**src/rtl/rdimm_seq_pkg.sv**
```systemverilog
package rdimm_seq_pkg;

  typedef enum logic [3:0] {
    ST_OFF,
    ST_PU_PLL,
    ST_PU_STAB,
    ST_PU_ACT,
    ST_READY,
    ST_SR_CMD,
    ST_SR_PIPE,
    ST_SR_INACT,
    ST_SR_HOLD,
    ST_SX_PLL,
    ST_SX_PREP,
    ST_SX_ACT
  } seq_st_e;

  typedef struct packed {
    logic cs_n;
    logic ras_n;
    logic cas_n;
    logic we_n;
  } cmd_t;

  typedef struct packed {
    logic mod_rst_n;
    logic clk_run;
    logic cke;
    cmd_t cmd;
    logic ready;
  } pins_t;

  localparam cmd_t CMD_DESEL = cmd_t'(4'b1111);
  localparam cmd_t CMD_NOP   = cmd_t'(4'b0111);
  localparam cmd_t CMD_SRE   = cmd_t'(4'b0001);
  localparam cmd_t CMD_LOW   = cmd_t'(4'b0000);

  function automatic int unsigned max4(input int unsigned a, input int unsigned b,
                                       input int unsigned c, input int unsigned d);
    int unsigned m;
    m = a;
    if (b > m) m = b;
    if (c > m) m = c;
    if (d > m) m = d;
    return m;
  endfunction

  // Counter width able to hold the value m.
  function automatic int unsigned ctr_width(input int unsigned m);
    return (m < 2) ? 1 : $clog2(m + 1);
  endfunction

  // A wait of dur cycles loads dur-1: the state lasts while the count runs down to zero.
  function automatic int unsigned wait_load(input int unsigned dur);
    return (dur == 0) ? 0 : dur - 1;
  endfunction

  function automatic logic in_power_up(input seq_st_e s);
    return (s == ST_PU_PLL) || (s == ST_PU_STAB) || (s == ST_PU_ACT);
  endfunction

  function automatic logic is_timed(input seq_st_e s);
    case (s)
      ST_PU_PLL, ST_PU_STAB, ST_PU_ACT,
      ST_SR_INACT, ST_SX_PLL, ST_SX_ACT: return 1'b1;
      default:                           return 1'b0;
    endcase
  endfunction

endpackage

```
**src/rtl/rdimm_seq_timer.sv**
```systemverilog
module rdimm_seq_timer #(
  parameter int unsigned W = 4
) (
  input  logic         clk,
  input  logic         rst_n,
  input  logic         load_i,
  input  logic [W-1:0] load_val_i,
  output logic         done_o
);
  logic [W-1:0] cnt_q;

  always_ff @(posedge clk or negedge rst_n) begin
    if (!rst_n)              cnt_q <= '0;
    else if (load_i)         cnt_q <= load_val_i;
    else if (cnt_q != '0)    cnt_q <= cnt_q - 1'b1;
  end

  assign done_o = (cnt_q == '0);
endmodule

```
**src/rtl/rdimm_seq_req.sv**
```systemverilog
module rdimm_seq_req (
  input  logic clk,
  input  logic rst_n,
  input  logic req_i,
  input  logic accept_i,
  input  logic take_i,
  output logic pend_o
);
  logic pend_q;

  always_ff @(posedge clk or negedge rst_n) begin
    if (!rst_n)                   pend_q <= 1'b0;
    else if (take_i)              pend_q <= 1'b0;
    else if (req_i && accept_i)   pend_q <= 1'b1;
  end

  assign pend_o = pend_q;
endmodule

```
**src/rtl/rdimm_seq_fsm.sv**
```systemverilog
module rdimm_seq_fsm
  import rdimm_seq_pkg::*;
#(
  parameter int unsigned T_PLL   = 20000,
  parameter int unsigned T_STAB  = 40000,
  parameter int unsigned T_ACT   = 16,
  parameter int unsigned T_INACT = 16,
  parameter int unsigned TW      = 16
) (
  input  logic          clk,
  input  logic          rst_n,
  input  logic          start_i,
  input  logic          sr_go_i,
  input  logic          wake_i,
  input  logic          clk_stop_i,
  input  logic          tmr_done_i,
  output seq_st_e       st_o,
  output logic          stop_lat_o,
  output logic          tmr_load_o,
  output logic [TW-1:0] tmr_val_o,
  output logic          sr_take_o
);
  localparam logic [TW-1:0] LD_PLL   = TW'(wait_load(T_PLL));
  localparam logic [TW-1:0] LD_STAB  = TW'(wait_load(T_STAB));
  localparam logic [TW-1:0] LD_ACT   = TW'(wait_load(T_ACT));
  localparam logic [TW-1:0] LD_INACT = TW'(wait_load(T_INACT));

  seq_st_e st_q, st_nxt;
  logic    stop_q;

  assign sr_take_o = (st_q == ST_READY) && sr_go_i;

  always_comb begin
    st_nxt = st_q;
    case (st_q)
      ST_OFF:      if (start_i)    st_nxt = ST_PU_PLL;
      ST_PU_PLL:   if (tmr_done_i) st_nxt = ST_PU_STAB;
      ST_PU_STAB:  if (tmr_done_i) st_nxt = ST_PU_ACT;
      ST_PU_ACT:   if (tmr_done_i) st_nxt = ST_READY;
      ST_READY:    if (sr_go_i)    st_nxt = ST_SR_CMD;
      ST_SR_CMD:                   st_nxt = ST_SR_PIPE;
      ST_SR_PIPE:                  st_nxt = ST_SR_INACT;
      ST_SR_INACT: if (tmr_done_i) st_nxt = ST_SR_HOLD;
      ST_SR_HOLD:  if (wake_i)     st_nxt = stop_q ? ST_SX_PLL : ST_SX_PREP;
      ST_SX_PLL:   if (tmr_done_i) st_nxt = ST_SX_PREP;
      ST_SX_PREP:                  st_nxt = ST_SX_ACT;
      ST_SX_ACT:   if (tmr_done_i) st_nxt = ST_READY;
      default:                     st_nxt = ST_OFF;
    endcase
  end

  always_comb begin
    case (st_nxt)
      ST_PU_PLL, ST_SX_PLL: tmr_val_o = LD_PLL;
      ST_PU_STAB:           tmr_val_o = LD_STAB;
      ST_SR_INACT:          tmr_val_o = LD_INACT;
      default:              tmr_val_o = LD_ACT;
    endcase
  end

  assign tmr_load_o = (st_nxt != st_q) && is_timed(st_nxt);

  always_ff @(posedge clk or negedge rst_n) begin
    if (!rst_n) begin
      st_q   <= ST_OFF;
      stop_q <= 1'b0;
    end else begin
      st_q <= st_nxt;
      if (sr_take_o) stop_q <= clk_stop_i;
    end
  end

  assign st_o       = st_q;
  assign stop_lat_o = stop_q;
endmodule

```
**src/rtl/rdimm_seq_drv.sv**
```systemverilog
module rdimm_seq_drv
  import rdimm_seq_pkg::*;
(
  input  seq_st_e st_i,
  input  logic    stop_lat_i,
  output pins_t   pins_o
);
  always_comb begin
    pins_o = '{mod_rst_n: 1'b0, clk_run: 1'b0, cke: 1'b0, cmd: CMD_DESEL, ready: 1'b0};
    case (st_i)
      ST_OFF: ;
      ST_PU_PLL, ST_PU_STAB, ST_SR_INACT, ST_SX_PLL, ST_SX_PREP:
        pins_o.clk_run = 1'b1;
      ST_PU_ACT, ST_SR_PIPE, ST_SX_ACT: begin
        pins_o.clk_run   = 1'b1;
        pins_o.mod_rst_n = 1'b1;
      end
      ST_READY: begin
        pins_o.clk_run   = 1'b1;
        pins_o.mod_rst_n = 1'b1;
        pins_o.cke       = 1'b1;
        pins_o.cmd       = CMD_NOP;
        pins_o.ready     = 1'b1;
      end
      ST_SR_CMD: begin
        pins_o.clk_run   = 1'b1;
        pins_o.mod_rst_n = 1'b1;
        pins_o.cmd       = CMD_SRE;
      end
      ST_SR_HOLD: begin
        pins_o.clk_run = !stop_lat_i;
        pins_o.cmd     = CMD_LOW;
      end
      default: ;
    endcase
  end
endmodule

```
**src/rtl/rdimm_pwr_seq.sv**
```systemverilog
module rdimm_pwr_seq
  import rdimm_seq_pkg::*;
#(
  parameter int unsigned T_PLL   = 20000,
  parameter int unsigned T_STAB  = 40000,
  parameter int unsigned T_ACT   = 16,
  parameter int unsigned T_INACT = 16
) (
  input  logic clk,
  input  logic rst_n,
  input  logic start_i,
  input  logic sr_req_i,
  input  logic wake_i,
  input  logic clk_stop_i,
  output logic mod_rst_n_o,
  output logic clk_run_o,
  output logic cke_o,
  output logic cs_n_o,
  output logic ras_n_o,
  output logic cas_n_o,
  output logic we_n_o,
  output logic ready_o
);
  localparam int unsigned TMAX = max4(T_PLL, T_STAB, T_ACT, T_INACT);
  localparam int unsigned TW   = ctr_width(TMAX);

  seq_st_e       st;
  logic          stop_lat;
  logic          tmr_load;
  logic [TW-1:0] tmr_val;
  logic          tmr_done;
  logic          sr_pend;
  logic          sr_go;
  logic          sr_take;
  pins_t         pins;

  assign sr_go = sr_req_i || sr_pend;

  rdimm_seq_req u_req (
    .clk      (clk),
    .rst_n    (rst_n),
    .req_i    (sr_req_i),
    .accept_i (in_power_up(st)),
    .take_i   (sr_take),
    .pend_o   (sr_pend)
  );

  rdimm_seq_timer #(.W(TW)) u_tmr (
    .clk        (clk),
    .rst_n      (rst_n),
    .load_i     (tmr_load),
    .load_val_i (tmr_val),
    .done_o     (tmr_done)
  );

  rdimm_seq_fsm #(
    .T_PLL(T_PLL), .T_STAB(T_STAB), .T_ACT(T_ACT), .T_INACT(T_INACT), .TW(TW)
  ) u_fsm (
    .clk        (clk),
    .rst_n      (rst_n),
    .start_i    (start_i),
    .sr_go_i    (sr_go),
    .wake_i     (wake_i),
    .clk_stop_i (clk_stop_i),
    .tmr_done_i (tmr_done),
    .st_o       (st),
    .stop_lat_o (stop_lat),
    .tmr_load_o (tmr_load),
    .tmr_val_o  (tmr_val),
    .sr_take_o  (sr_take)
  );

  rdimm_seq_drv u_drv (
    .st_i       (st),
    .stop_lat_i (stop_lat),
    .pins_o     (pins)
  );

  assign mod_rst_n_o = pins.mod_rst_n;
  assign clk_run_o   = pins.clk_run;
  assign cke_o       = pins.cke;
  assign cs_n_o      = pins.cmd.cs_n;
  assign ras_n_o     = pins.cmd.ras_n;
  assign cas_n_o     = pins.cmd.cas_n;
  assign we_n_o      = pins.cmd.we_n;
  assign ready_o     = pins.ready;
endmodule

```
**config.mk**
```make
export PLATFORM = sky130hd
export DESIGN_NAME = rdimm_pwr_seq
export DESIGN_NICKNAME = d
export VERILOG_FILES = /design/src/rtl/rdimm_seq_pkg.sv /design/src/rtl/rdimm_seq_timer.sv /design/src/rtl/rdimm_seq_req.sv /design/src/rtl/rdimm_seq_fsm.sv /design/src/rtl/rdimm_seq_drv.sv /design/src/rtl/rdimm_pwr_seq.sv
export SDC_FILE = /design/constraint.sdc
export NUM_CORES = 1
export LEC_CHECK = 0
export ABC_CLOCK_PERIOD_IN_PS = 2500
export BUFFER_PORTS_ARGS = -buffer_cell sky130_fd_sc_hd__buf_2
export CORE_ASPECT_RATIO = 1.2
export CORE_MARGIN = 3
export CORE_UTILIZATION = 43
export DETAILED_ROUTE_END_ITERATION = 7
export GPL_TIMING_DRIVEN = 1
export SLEW_MARGIN = 20
export SYNTH_ARGS = -nofsm -noshare
export SYNTH_HDL_FRONTEND = slang
export SYNTH_SLANG_ARGS = --single-unit
```
**constraint.sdc**
```tcl
create_clock -name clk -period 2.5 [get_ports clk]
set_input_delay 0.5 -clock clk [delete_from_list [all_inputs] [get_ports clk]]
set_output_delay 0.5 -clock clk [all_outputs]
set_load 0.005 [all_outputs]
```
# Yosys cells after proc, flatten, opt, wreduce, memory -nomap -nowiden
# Cells that the tools add are included.
# word_totals
regBits	22
input_bits	6
out_inout_bits	8
elab_cells	60
# classes
n_addsub	1
eq_ne	18
n_mux	20
n_reduce_logical	17
# ops
cell	n
4-bit case mux with 11 select lines	1
16-bit 2-to-1 mux	2
4-bit 2-to-1 mux	8
16-bit case mux with 2 select lines	1
4-bit == test, second input constant	6
4-bit by 3-bit == test with 1-bit output, second input constant	5
4-bit by 2-bit == test with 1-bit output, second input constant	4
16-bit logical NOT	1
16-bit nonzero test	1
16-bit by 1-bit subtractor with 16-bit output, second input constant	1
4-bit case mux with 3 select lines	1
10-bit OR reduction	1
4-bit by 1-bit == test with 1-bit output, second input constant	2
6-bit OR reduction	1
1-bit 2-to-1 mux	5
5-bit OR reduction	1
4-bit logical NOT	1
4-bit != test	1
2-bit nonzero test	2
2-bit OR reduction	2
1-bit logical AND	3
1-bit logical OR	3
2-bit 2-to-1 mux	1
1-bit case mux with 2 select lines	1
1-bit logical NOT	1

# Longest topological paths before layout
# depth
word_depth	8
mapped_depth	9
ltp_nobuf	8

# Hierarchy
# A second synthesis with hierarchy kept.
# unflattened
hier_cells	187
area_unflattened_um2	1656.6
# modules_own_cells
mod	n_inst	cells_per_inst	area_each_um2	seq_area_each_um2
rdimm_seq_timer	1	104	1006.0	400.4
rdimm_seq_fsm	1	61	503.0	125.1
rdimm_seq_drv	1	16	98.8	0.0
rdimm_seq_req	1	3	33.8	25.0
rdimm_pwr_seq	1	3	15.0	0.0

# Worst setup path before layout
# Ideal clock, no wire load.
# synth_timing
kind	reg2reg
startpoint	register u_tmr.cnt_q[0]
endpoint	register u_tmr.cnt_q[9]
setup_ns	0.094
arrival_time_ns	1.975
required_ns	2.406
path_slack_ns	0.431
stages_incl_launch_ff	10
path_buffers	1
synth_period_minus_slack_ns	2.069
path_cell_list	dfrtp_1 inv_1 ha_1 and2b_2 nand4_2 o221ai_1 a32o_2 a21o_1 buf_6 a211oi_1
# synth_between
elab_chain_cells	8
elab_cells_between_ends	24
classes_between	add/sub: 1; eq/ne: 7; mux: 10; reduce/logical: 6
# synth_lines
item	line	source
start, declared	rdimm_seq_timer.sv:10	logic [W-1:0] cnt_q;
start signal, assigned	rdimm_seq_timer.sv:14	else if (load_i) cnt_q <= load_val_i;
start signal, assigned	rdimm_seq_timer.sv:15	else if (cnt_q != '0) cnt_q <= cnt_q - 1'b1;
16-bit logical NOT	rdimm_seq_timer.sv:18	assign done_o = (cnt_q == '0);
4-bit 2-to-1 mux (on tied branches)	-	
4-bit case mux with 11 select lines	rdimm_seq_fsm.sv:35	case (st_q)
4-bit by 1-bit == test with 1-bit output, or another cell as far along	rdimm_seq_pkg.sv:63, rdimm_seq_fsm.sv:53	
6-bit OR reduction	rdimm_seq_pkg.sv:63	case (s)
1-bit 2-to-1 mux	rdimm_seq_pkg.sv:63	
1-bit logical AND	rdimm_seq_fsm.sv:61	assign tmr_load_o = (st_nxt != st_q) && is_timed(st_nxt);
16-bit 2-to-1 mux or 2-bit nonzero test (tied branches)	-	
# Parallel ways exist; a longest one is shown, timed or not. The select of a mux whose other input is x is not followed.
# A chain may end at the register's enable or synchronous reset.

# Worst setup path in the final report
# layout_timing
startpoint	register u_fsm.st_q[3], in the netlist u_fsm.st_o[3]
endpoint	output port cas_n_o
# layout_between
elab_chain_cells	2
elab_cells_between_ends	4
classes_between	eq/ne: 3; mux: 1
# layout_lines
item	line	source
start, declared	rdimm_seq_fsm.sv:28	seq_st_e st_q, st_nxt;
start signal, assigned	rdimm_seq_fsm.sv:68	st_q <= st_nxt;
4-bit == test or 4-bit by 3-bit == test with 1-bit output (tied branches)	rdimm_seq_drv.sv:10	case (st_i)
4-bit case mux with 3 select lines (*)	rdimm_seq_drv.sv:10	
end, declared	rdimm_pwr_seq.sv:20	output logic cas_n_o,
# Mark *: on every way between the ends. The rest lies on a longest branch, timed or not.

==> results.sh <==
export IMPL_rrSetupSlack_ps=220
export IMPL_async_reset_ff_frac=1.00
export IMPL_synth_top_area_frac=0.357
export IMPL_synth_top_flop_cell="dfrtp_1"
export IMPL_ant_nets=0
export IMPL_p_int_w=0.000513
export IMPL_pin_count=14
export IMPL_fmax_ghz=0.435
export IMPL_rsz0062_at_grt="no"
export IMPL_portBuffers=13
export IMPL_p_switching_w=0.000174
export IMPL_hpwl_um=2610
export IMPL_period_needed_ps=2300
export IMPL_critPathBufInv=1
export IMPL_maxCapViolations=0
export IMPL_holdBufCountCts=0
export IMPL_synth_cell_type_count=50
export IMPL_finalSetupTns_ps=0
export IMPL_hold_violations=0
export IMPL_clk_pin_slew_ps=70
export IMPL_cp_cell_sequence="nor2b_1 > and2_1 > a21oi_1 > or2_2 > buf_2"
export IMPL_p_seq_frac=0.594
export IMPL_final_nets=191
export IMPL_fp_dieH_um=71.6
export IMPL_ys_seq_elements=22
export IMPL_synth_edff_count=0
export IMPL_placed_area_um2=1620
export IMPL_gr_total_overflow=0
export IMPL_setup_violations=0
export IMPL_drtIter0Drc=88
export IMPL_grt_start_max_net_pins=23
export IMPL_period_share=0.919
export IMPL_clkPwrFrac=0.316
export IMPL_routed_via_density=5.98
export IMPL_cp_slowest_stage_delay_ps=640
export IMPL_crit_slowest_cell="dfrtp_1"
export IMPL_antenna_found_initial=0
export IMPL_power_frac_comb=0.090
export IMPL_netlist_top_cells_count="dfrtp_1 (22), nand2_1 (20), nor2_1 (18), a21oi_1 (10)"
export IMPL_rows=23
export IMPL_grt_total_usage=0.181
export IMPL_yosysWarnings=0
export IMPL_cts_buffer_depth=2
export IMPL_max_slew_worst_pin_slew_ps=499
export IMPL_die_width_um=60.7
export IMPL_clock_skew_ps=2.90
export IMPL_seq_area_frac_synth=0.357
export IMPL_clock_latency_ps=260
export IMPL_relSlewSlack=0.667
export IMPL_cpLargestDelayFamily="simple AND/OR/NAND/NOR gates"
export IMPL_hold_class="input pin to async pin"
export IMPL_cts_sinks=22
export IMPL_root_buffer="clkbuf_8"
export IMPL_worstPathRequired_ps=2000
export IMPL_synth_most_common_cell="dfrtp_1"
export IMPL_p_sw_frac=0.253
export IMPL_drt_wirelength_per_cell_um=15.7
export IMPL_cts_buffers_inserted=3
export IMPL_grt_pass1_wl_um=6030
export IMPL_core_area_um2=3400
export IMPL_fin_area_um2=1690
export IMPL_start_util=0.455
export IMPL_maxSlewViolCount=0
export IMPL_synth_nets=178
export IMPL_cts_tree="yes"
export IMPL_cp_data_arrival_time_ps=1800
export IMPL_syn_area_um2=1540
export IMPL_cellPowerDensity_nw_per_um2=406
export IMPL_wirelength_um=3430
export IMPL_area_growth_pct=9.48
export IMPL_synth_top_cell_by_area="dfrtp_1"
export IMPL_endpoint_kind="primary output"
export IMPL_antenna_cells=0
export IMPL_leakagePower_nw=0.662
export IMPL_h_tree_depth=1
export IMPL_status="complete, no violations"
export IMPL_synth_avg_cell_area_um2=9.03
export IMPL_first_pass_iters=4
export IMPL_post_cts_buffers=0
export IMPL_crit_type="register to primary output"
export IMPL_layout_drive_gt1_share=0.242
export IMPL_gp_congestion=0.830
export IMPL_critPathLaunchType="register"
export IMPL_synthTopCellsByArea="dfrtp_1 (36%), nand2_1 (4.9%), nor2_1 (4.4%)"
export IMPL_route_detailed_drc=0
export IMPL_die_area_um2=4350
export IMPL_ir_worst_vdd_v=0.000203
export IMPL_crit_fanout=16
export IMPL_grt_pass1_vias=1335
export IMPL_vias=1309
export IMPL_synthCells=171
## state kept, by name, summed over array words and instances, names as in the netlist
register,flops
u_fsm.st_o,4
u_fsm.stop_lat_o,1
u_req.pend_o,1
u_tmr.cnt_q,16
## layer usage
metal	vias up	GRT usage	wire [µm]
li1	647	-	-
met1	631	0.223	1520
met2	25	0.297	1740
met3	6	0.0216	94
met4	0	0.101	80
met5	-	0	0
## stage by stage
step | hold WS, ps | std cells | total power (W) | setup slack [ps] | util
6_report | 198 | 219 | 0.000687 | 203 | 0.498
5_1_grt | 225 | 219 | 0.000721 | 59.7 | 0.498
4_1_cts | 216 | 219 | 0.000696 | 125 | 0.489
3_5_place_dp | 501 | 216 | 0.000475 | 140 | 0.477
3_3_place_gp | 492 | 216 | 0.000473 | 159 | 0.477
2_1_floorplan | 204 | 171 | 0.000451 | 431 | -
## worst register-to-register path, delay by kind of cell, from the launching register on
family | cells | cell delay, ps
compound gates | 4 | 1030
simple gates | 2 | 410
fa+ha+maj | 1 | 230
buf+inv | 1 | 90
flops | 1 | 410
## path summary, 6_finish.rpt
| path | from | endpoint | depth (start not counted) |
|---|---|---|---|
| hold reg to reg | u_req.pend_o | u_req.pend_o | 2 |
| hold / removal | rst_n | u_fsm.st_o[0] | 1 |
| min in group clk | clk_stop_i | u_fsm.stop_lat_o | 2 |
| setup / recovery | u_fsm.st_o[3] | cas_n_o | 5 |
| setup reg to reg | u_tmr.cnt_q[0] | u_tmr.cnt_q[11] | 8 |
| max in group asynchronous | rst_n | u_tmr.cnt_q[4] | 1 |
## power groups by stage
stage / clock, W / sequential (W) / combinational (W)
global placement: 0 / 0.000414 / 0.0000594
detailed placement: 0 / 0.000415 / 0.0000605
global route: 0.000239 / 0.000412 / 0.0000696
finish: 0.000217 / 0.000408 / 0.0000617
floorplan: 0 / 0.000409 / 0.0000419
CTS: 0.000227 / 0.000408 / 0.0000609
## cells by family after synthesis
kind of cell               synth area share
DFF                                   0.357
AOI/OAI and AO/OA                     0.199
xor gates and xnor gates             0.0681
adders and majority gates           0.00810
buffers and inverters                0.0527
muxes                                0.0138
and+or+nand+nor                       0.302
## what timing repair did
action,4_1_cts,5_1_grt
gates resized for setup,0,5
hold endpoints to repair,0,0
setup endpoints to repair,0,8
## layout by cell type (no fill, tap or decap), types with 3 or more instances in the layout
cell / netlist / final
a21oi_1: 10 / 10
dfrtp_1: 22 / 22
nor4_1: 3 / 3
or2_2: 3 / 3
clkbuf_8: 1 / 3
buf_2: 3 / 13
xnor2_1: 6 / 6
nor2_1: 18 / 18
nor4_4: 2 / 3
a211oi_1: 7 / 6
buf_4: 2 / 3
o21ai_0: 7 / 7
nand3_1: 4 / 4
xor2_1: 6 / 6
nor3_1: 7 / 7
inv_1: 6 / 6
a31oi_1: 3 / 3
nand2_1: 20 / 20
## layout make-up
| cell class | instances | area, µm² |
|---|---|---|
| well taps | 37 | 46.3 |
| multi-input cells | 135 | 942 |
| repair buffers | 16 | 87.6 |
| clock buffers | 3 | 41.3 |
| fillers | 336 | 1710 |
| flip-flops and latches | 22 | 551 |
| inverters | 6 | 22.5 |
Power figures use the tool's default switching activity.
